**config.mk**
```make
export PLATFORM = sky130hd
export DESIGN_NAME = i2c_adc_responder
export DESIGN_NICKNAME = d
export VERILOG_FILES = /design/src/rtl/i2c_adc_responder.sv
export SDC_FILE = /design/constraint.sdc
export NUM_CORES = 1
export LEC_CHECK = 0
export BUFFER_PORTS_ARGS = -buffer_cell sky130_fd_sc_hd__buf_2
export CORE_MARGIN = 1.5
export CORE_UTILIZATION = 52
export DETAILED_ROUTE_END_ITERATION = 8
export PLACE_DENSITY = 0.85
export SLEW_MARGIN = 30
export SYNTH_ARGS = -nofsm -noshare
export SYNTH_HDL_FRONTEND = slang
export SYNTH_SLANG_ARGS = --single-unit
```
**constraint.sdc**
```tcl
create_clock -name clk -period 1.9 [get_ports clk]
set_input_delay 0.38 -clock clk [delete_from_list [all_inputs] [get_ports clk]]
set_output_delay 0.38 -clock clk [all_outputs]
set_load 0.05 [all_outputs]
```
**src/rtl/i2c_adc_responder.sv**
```systemverilog
module i2c_adc_responder #(
  parameter logic [3:0] DEV_CODE = 4'b1001,
  parameter int         SYNC     = 2
) (
  input  logic        clk,
  input  logic        rst_n,
  input  logic        scl_i,
  input  logic        sda_i,
  input  logic [2:0]  dev_sel,
  input  logic [11:0] sample_in,
  output logic        sda_pull,
  output logic        conv_start
);

  typedef enum logic [2:0] {
    S_IDLE, S_ADDR, S_AACK, S_TX, S_MACK, S_NEXT, S_HOLD
  } st_t;

  logic [SYNC-1:0] scl_sync, sda_sync;
  logic            scl_d, sda_d;
  logic            scl_s, sda_s;
  logic            scl_rise, scl_fall, bus_start, bus_stop;

  st_t         state;
  logic [3:0]  bit_cnt;
  logic [7:0]  shreg;
  logic        hi_byte;
  logic [11:0] held;

  always_ff @(posedge clk or negedge rst_n) begin
    if (!rst_n) begin
      scl_sync <= '1;
      sda_sync <= '1;
      scl_d    <= 1'b1;
      sda_d    <= 1'b1;
    end else begin
      scl_sync <= {scl_sync[SYNC-2:0], scl_i};
      sda_sync <= {sda_sync[SYNC-2:0], sda_i};
      scl_d    <= scl_s;
      sda_d    <= sda_s;
    end
  end

  assign scl_s     = scl_sync[SYNC-1];
  assign sda_s     = sda_sync[SYNC-1];
  assign scl_rise  = scl_s & ~scl_d;
  assign scl_fall  = ~scl_s & scl_d;
  assign bus_start = scl_s & scl_d & sda_d & ~sda_s;
  assign bus_stop  = scl_s & scl_d & ~sda_d & sda_s;

  always_ff @(posedge clk or negedge rst_n) begin
    if (!rst_n) begin
      state      <= S_IDLE;
      bit_cnt    <= '0;
      shreg      <= '0;
      hi_byte    <= 1'b0;
      held       <= '0;
      sda_pull   <= 1'b0;
      conv_start <= 1'b0;
    end else begin
      conv_start <= 1'b0;
      if (bus_stop) begin
        state    <= S_IDLE;
        sda_pull <= 1'b0;
      end else if (bus_start) begin
        state    <= S_ADDR;
        bit_cnt  <= '0;
        sda_pull <= 1'b0;
      end else begin
        case (state)
          S_ADDR: begin
            if (scl_rise) begin
              shreg   <= {shreg[6:0], sda_s};
              bit_cnt <= bit_cnt + 4'd1;
            end else if (scl_fall && bit_cnt == 4'd8) begin
              if (shreg == {DEV_CODE, dev_sel, 1'b1}) begin
                state      <= S_AACK;
                sda_pull   <= 1'b1;
                conv_start <= 1'b1;
                held       <= sample_in;
              end else begin
                state <= S_HOLD;
              end
            end
          end
          S_AACK: begin
            if (scl_fall) begin
              shreg    <= {4'h0, held[11:8]};
              sda_pull <= 1'b1;
              hi_byte  <= 1'b1;
              bit_cnt  <= '0;
              state    <= S_TX;
            end
          end
          S_TX: begin
            if (scl_fall) begin
              if (bit_cnt == 4'd7) begin
                sda_pull <= 1'b0;
                state    <= S_MACK;
                if (!hi_byte) begin
                  conv_start <= 1'b1;
                  held       <= sample_in;
                end
              end else begin
                bit_cnt  <= bit_cnt + 4'd1;
                shreg    <= {shreg[6:0], 1'b0};
                sda_pull <= ~shreg[6];
              end
            end
          end
          S_MACK: begin
            if (scl_rise) state <= sda_s ? S_HOLD : S_NEXT;
          end
          S_NEXT: begin
            if (scl_fall) begin
              bit_cnt <= '0;
              hi_byte <= ~hi_byte;
              state   <= S_TX;
              if (hi_byte) begin
                shreg    <= held[7:0];
                sda_pull <= ~held[7];
              end else begin
                shreg    <= {4'h0, held[11:8]};
                sda_pull <= 1'b1;
              end
            end
          end
          default: ;
        endcase
      end
    end
  end

  assert_ack_held_R1: assert property (@(posedge clk) disable iff (!rst_n)
    (state == S_AACK) |-> sda_pull);

  assert_quiet_when_not_sending_R2: assert property (@(posedge clk) disable iff (!rst_n)
    (state == S_ADDR || state == S_HOLD || state == S_IDLE) |-> !sda_pull);

  assert_strobe_single_R3: assert property (@(posedge clk) disable iff (!rst_n)
    conv_start |=> !conv_start);

  assert_strobe_scl_low_R3: assert property (@(posedge clk) disable iff (!rst_n)
    conv_start |-> !scl_s);

  assert_release_for_ack_R5: assert property (@(posedge clk) disable iff (!rst_n)
    (state == S_MACK) |-> !sda_pull);

  assert_pull_only_scl_low_R8: assert property (@(posedge clk) disable iff (!rst_n)
    $rose(sda_pull) |-> !scl_s);

  assert_stop_to_idle_R9: assert property (@(posedge clk) disable iff (!rst_n)
    bus_stop |=> (state == S_IDLE && !sda_pull));

  assert_capture_value_R10: assert property (@(posedge clk) disable iff (!rst_n)
    conv_start |-> (held == $past(sample_in)));

endmodule

```
---- Word level (Yosys, flattened, before mapping) ----
Index checks and enable logic that the tools add are counted.
word-level totals
  latch bits .............................. 0
  bits in writable memories ............... 0
  input port bits ......................... 19
  register bits after elaboration ......... 36
  output and inout port bits .............. 2
  logic and storage cells ................. 126
  memories ................................ 0
  bits in read-only memories .............. 0
cells by class
  reductions and logical operators ........ 14
  equality and inequality tests ........... 31
  divide/modulo/power cells ............... 0
  $mul .................................... 0
  shifts and indexed selects .............. 0
  add/sub/neg operators ................... 1
  muxes and demuxes ....................... 53
  bitwise logic cells ..................... 16
  magnitude comparators ................... 0
operator list
  kind                number
  $mux 12             6
  $mux 8              6
  $ne 4x4->1 const B  8
  $pmux 8 s4          1
  $mux 3              9
  $pmux 12 s2         1
  $mux 4              5
  $ne 2x2->1 const B  10
  $mux 1              19
  $reduce_and 7->1    2
  $pmux 3 s4          1
  $pmux 4 s3          1
  $reduce_bool 6->1   2
  $ne 3x3->1 const B  3
  $not 1->1           9
  $reduce_and 9->1    1
  $eq 8x8->1          1
  $reduce_and 8->1    1
  $reduce_bool 4->1   2
  $and 1x1->1         7
  $eq 3x2->1 const B  2
  $eq 3x3->1 const B  2
  $reduce_and 6->1    1
  $reduce_and 5->1    1
  other kinds (12)    14

---- Logic depth before layout (Yosys ltp) ----
  depth in word-level cells ............... 8
  mapped depth ............................ 8
  mapped depth without buffers ............ 7

---- Least setup slack after synthesis ----
No wires, ideal clock.
  kind .................................... register to register
  start point ............................. reg bit_cnt[0]
  end point ............................... reg bit_cnt[3]
  arrival time ............................ 1.830 ns
  data required time ...................... 1.820 ns
  path buffers ............................ 0
  clock period less this slack ............ 1.910 ns
  slack ................................... -0.010 ns
  library setup time ...................... 0.080 ns
  cell stages (with the launch flop) ...... 7
  cells stage by stage .................... dfrtp_1 -> ha_1 -> and3b_1 -> a211oi_2 -> nor2_2 -> or4_1 -> o211ai_2
on the way
  word-level cells in the longest chain between the ends .. 5
  elaborated cells between the ends (all ways) .. 9
  classes of those cells .................. add/sub (1); eq/ne (2); mux (5); reduce/logical (1)
ends and longest elaborated chain
  element                 RTL line  text
  start, declared         25        logic [3:0] bit_cnt;
  start signal, assigned  74        bit_cnt <= bit_cnt + 4'd1;
  start signal, assigned  105       bit_cnt <= bit_cnt + 4'd1;
  $add 4x1->4             74, 105
  $mux 4                  97        if (bit_cnt == 4'd7) begin
  $mux 4                  96        if (scl_fall) begin
  $pmux 4 s3              70        case (state)
  $mux 4                  65        end else if (bus_start) begin
Parallel ways exist; a longest one is shown, timed or not. The select of a mux whose other input is x is not followed.
A chain may end at the register's enable or synchronous reset.

---- Final worst setup path ----
  start point ............................. reg shreg[5]
  end point ............................... reg held[9]
on the way
  word-level cells in the longest chain between the ends .. 3
ends and longest elaborated chain
  element                     RTL line  text
  start, declared             26        logic [7:0] shreg;
  start signal, assigned      73        shreg <= {shreg[6:0], sda_s};
  start signal, assigned      88        shreg <= {4'h0, held[11:8]};
  start signal, assigned      106       shreg <= {shreg[6:0], 1'b0};
  $eq 8x8->1                  76        if (shreg == {DEV_CODE, dev_sel, 1'b1}) begin
  $ne 2x2->1 (no line)        n/a
  $reduce_and 9->1 (no line)  n/a
  end signal, assigned        80        held <= sample_in;
  end signal, assigned        102       held <= sample_in;
  end, declared               28        logic [11:0] held;
Every way passes these cells.

==> run metrics <==
power per cell area=1250 nW/um^2; Placed Cells=264; Clock Latency Late Sink=0.29 ns; simple-gate share of the synthesized area=approximately 18%; post-synthesis cell type count=50; CTS tree=yes; initial antenna violation count=0; Iteration-0 DRC Markers=98; Final min period=~1.9 ns; Worst-Margin Slew=~0.49 ns; row cnt=21; post-place setup slack=-0.0630 ns; hold-fix buffers at CTS=0; Final setup viols=7; post-DP HPWL=around 3100 um; starting density of the core=a little under three fifths; commonest non-fill, non-tap cells in the layout=dfrtp_1 (29), buf_2 (20), buf_4 (20), nand2_1 (15), o21ai_0 (12); status=finished with violations; main combinational cell family by area after synthesis=simple AND/OR/NAND/NOR gates; commonest non-fill, non-tap cell in the layout=dfrtp_1; final count of hold timing violations=0; Die X-Extent=64.0 um; RSZ-0062 raised after global routing=true; fin cells=between 200 and 300; Crit path largest cell delay=between 0.4 and 0.5 ns; VDD IR-drop max=a little over 0.8 mV; port buffer count=20; asr flop ratio synth=between 90% and 100%; total of max-cap violations=0; adder-cell share of the synthesized area=approximately 1.9%; vias in the first global route=~1600; failing checks=setup timing; Post-Syn Area per Cell=around 10 um^2; area used by multi-input combinational logic=between 900 and 1000 um^2; register area share after synthesis=between 40% and 50%; Synth Net Count=210; most used flip-flop cell after synthesis=dfrtp_1; net count reported at finish=249; YS warnings=0; Post-Synth XOR/XNOR Area=around 1.8%; die area=between 4000 and 5000 um^2; placed inst area=roughly 2200 um^2; Pleak=1.00 nW; WL final=roughly 4400 um; CTS clock-pin slew for the worst setup and hold paths=approximately 0.08 ns; Syn Std Cell Area=1940 um^2; vias per cell=between 6 and 7; ANT cells=0; CP startpoint kind=flop; gr ovfl total=0; Max clock buf depth=2; Worst EP required=just over 2 ns; CP Capture Type=flop; clock root buffer=clkbuf_8; share of layout cells above drive strength 1=32.9%; final estimated routing congestion in global placement=approximately 0.9; Ports=21; first-pass GRT wire length=7470 um; 1st-pass router iterations=4; Setup TNS=-0.0448 ns; ANT nets after route=0; Seq. cell area=slightly above 900 um^2; Die Ht=~64 um; mux contribution to synthesized area=under 10%; Post-Synthesis Cells=188; Hold Crit Class=input pin to asynchronous set/reset pin; fin crit share=101%; post-synthesis compound-gate area fraction=between 10% and 20%; Vias=roughly 1700; worst path arrival time=2.09 ns; DRC viols=0; largest net degree at the start of global routing=37; FMAX=0.522 GHz; average wire per standard cell=between 15 and 20 um; number of synthesized flops with an enable pin=0; Relative slew margins=67.3%; Layout fillers=~250; CP Buf/Inv Count=1; CP Class=flop to flop; Yosys reg bits=36; Critical Path Slowest Stage Cell=dfrtp_1; skew final=0.00567 ns; Sinks on Clock Net=36; CP max FO=12; CP top delay family=simple AND/OR/NAND/NOR gates; synthesis-to-finish area growth=21.7%; critical path cell sequence=nor2_2, nand4_1, o31a_1, nor4_4, buf_12, mux2_1; CTS Buf Count=5; final worst slack=-0.0145 ns; CORE AREA=between 3000 and 4000 um^2; Slew Viols, Final=0; Post-Layout Inst Area=2350 um^2; Total Routing Usage GR=a little under a quarter; CTS H-tree lvls=2
==> synthesized netlist by cell type (2+ instances only) <==
master	count	area, um^2
dfrtp_1	30	751
nand2_1	15	56.3
o21ai_0	15	75.1
nor2_1	12	45.0
mux2_1	10	113
inv_1	9	33.8
a21oi_1	6	30.0
dfstp_2	6	158
nand3_1	6	30.0
a22oi_1	5	37.5
buf_2	5	25.0
nand2b_1	5	31.3
o22ai_1	5	31.3
nand3b_1	4	30.0
xnor2_1	4	35.0
a222oi_1	3	30.0
clkbuf_1	3	11.3
ha_1	3	37.5
mux2_2	3	33.8
mux2i_1	3	30.0
nor3_1	3	15.0
a221oi_1	2	17.5
nand4_1	2	12.5
nand4bb_1	2	22.5
nor2b_1	2	12.5
==> through the flow <==
step           hold slack (ns)  power [mW]  utilization (%)
2_1_floorplan           0.0844        1.90                -
3_3_place_gp             0.346        2.24             64.3
3_5_place_dp             0.347        2.30             64.3
4_1_cts                 0.0431        2.86             67.0
5_1_grt                 0.0503        3.12             68.4
6_report                0.0354        2.93             68.4
==> cell type report <==
type / count / area share, %
repair buffers: 42 / 12.3
inverters: 9 / 1.43
well taps: 46 / 2.44
clock inverters: 3 / 1.01
flip-flops and latches: 36 / 38.6
clock buffers: 5 / 2.92
multi-input cells: 133 / 41.2
==> logic make-up after synthesis <==
kind of cell    after synthesis
fa+ha+maj                     3
buf+inv                      19
xor+xnor                      4
flops                        36
compound gates               49
simple gates                 61
mux                          16
==> worst reg2reg max path, stage by stage, from the launching register on <==
cell and delay (ns):
dfrtp_1 0.41, nor2_2 0.10, nand4_1 0.15, o31a_1 0.34, nor4_4 0.28, buf_12 0.18
mux2_1 0.34
==> registers in the layout, indices dropped and copies added (netlist names) <==
signal / count
bit_cnt: 4
conv_start: 1
held: 12
hi_byte: 1
scl_d: 1
scl_sync: 2
sda_d: 1
sda_pull: 1
sda_sync: 2
shreg: 8
state: 3
==> where the power goes <==
part | switching, mW | internal (mW) | total (mW)
combinational | 0.675 | 0.581 | 1.26
clock | 0.283 | 0.259 | 0.542
sequential | 0.212 | 0.921 | 1.13
==> metal layers <==
| layer | routed length [um] | GRT usage, % | vias to the layer above |
|---|---|---|---|
| li1 | - | - | 771 |
| met1 | 1870 | 30.2 | 813 |
| met2 | 2270 | 38.5 | 73 |
| met3 | 233 | 5.81 | 8 |
| met4 | 70 | 10.3 | 0 |
| met5 | 0 | 0 | - |
==> repair_timing <==
item,CTS,global route
setup buffers,0,2
resized for setup,1,11
setup endpoints to repair,17,18
pin swaps,1,1
==> path summary, 6_finish.rpt <==
check / startpoint / endpoint / slack (ns) / depth (start not counted)
worst max register to register: shreg[5]$_DFFE_PN0P_ / held[9]$_DFFE_PN0P_ / -0.01 / 6
max in group asynchronous: rst_n / sda_sync[0]$_DFF_PN1_ / 1.62 / 2
worst max-delay path: shreg[5]$_DFFE_PN0P_ / held[9]$_DFFE_PN0P_ / -0.01 / 6
worst min register to register: scl_sync[0]$_DFF_PN1_ / scl_sync[1]$_DFF_PN1_ / 0.36 / 0
min in group clk: scl_i / scl_sync[0]$_DFF_PN1_ / 0.19 / 1
worst min-delay path: rst_n / bit_cnt[3]$_DFFE_PN0P_ / 0.04 / 2
Power figures use the tool's default switching activity.
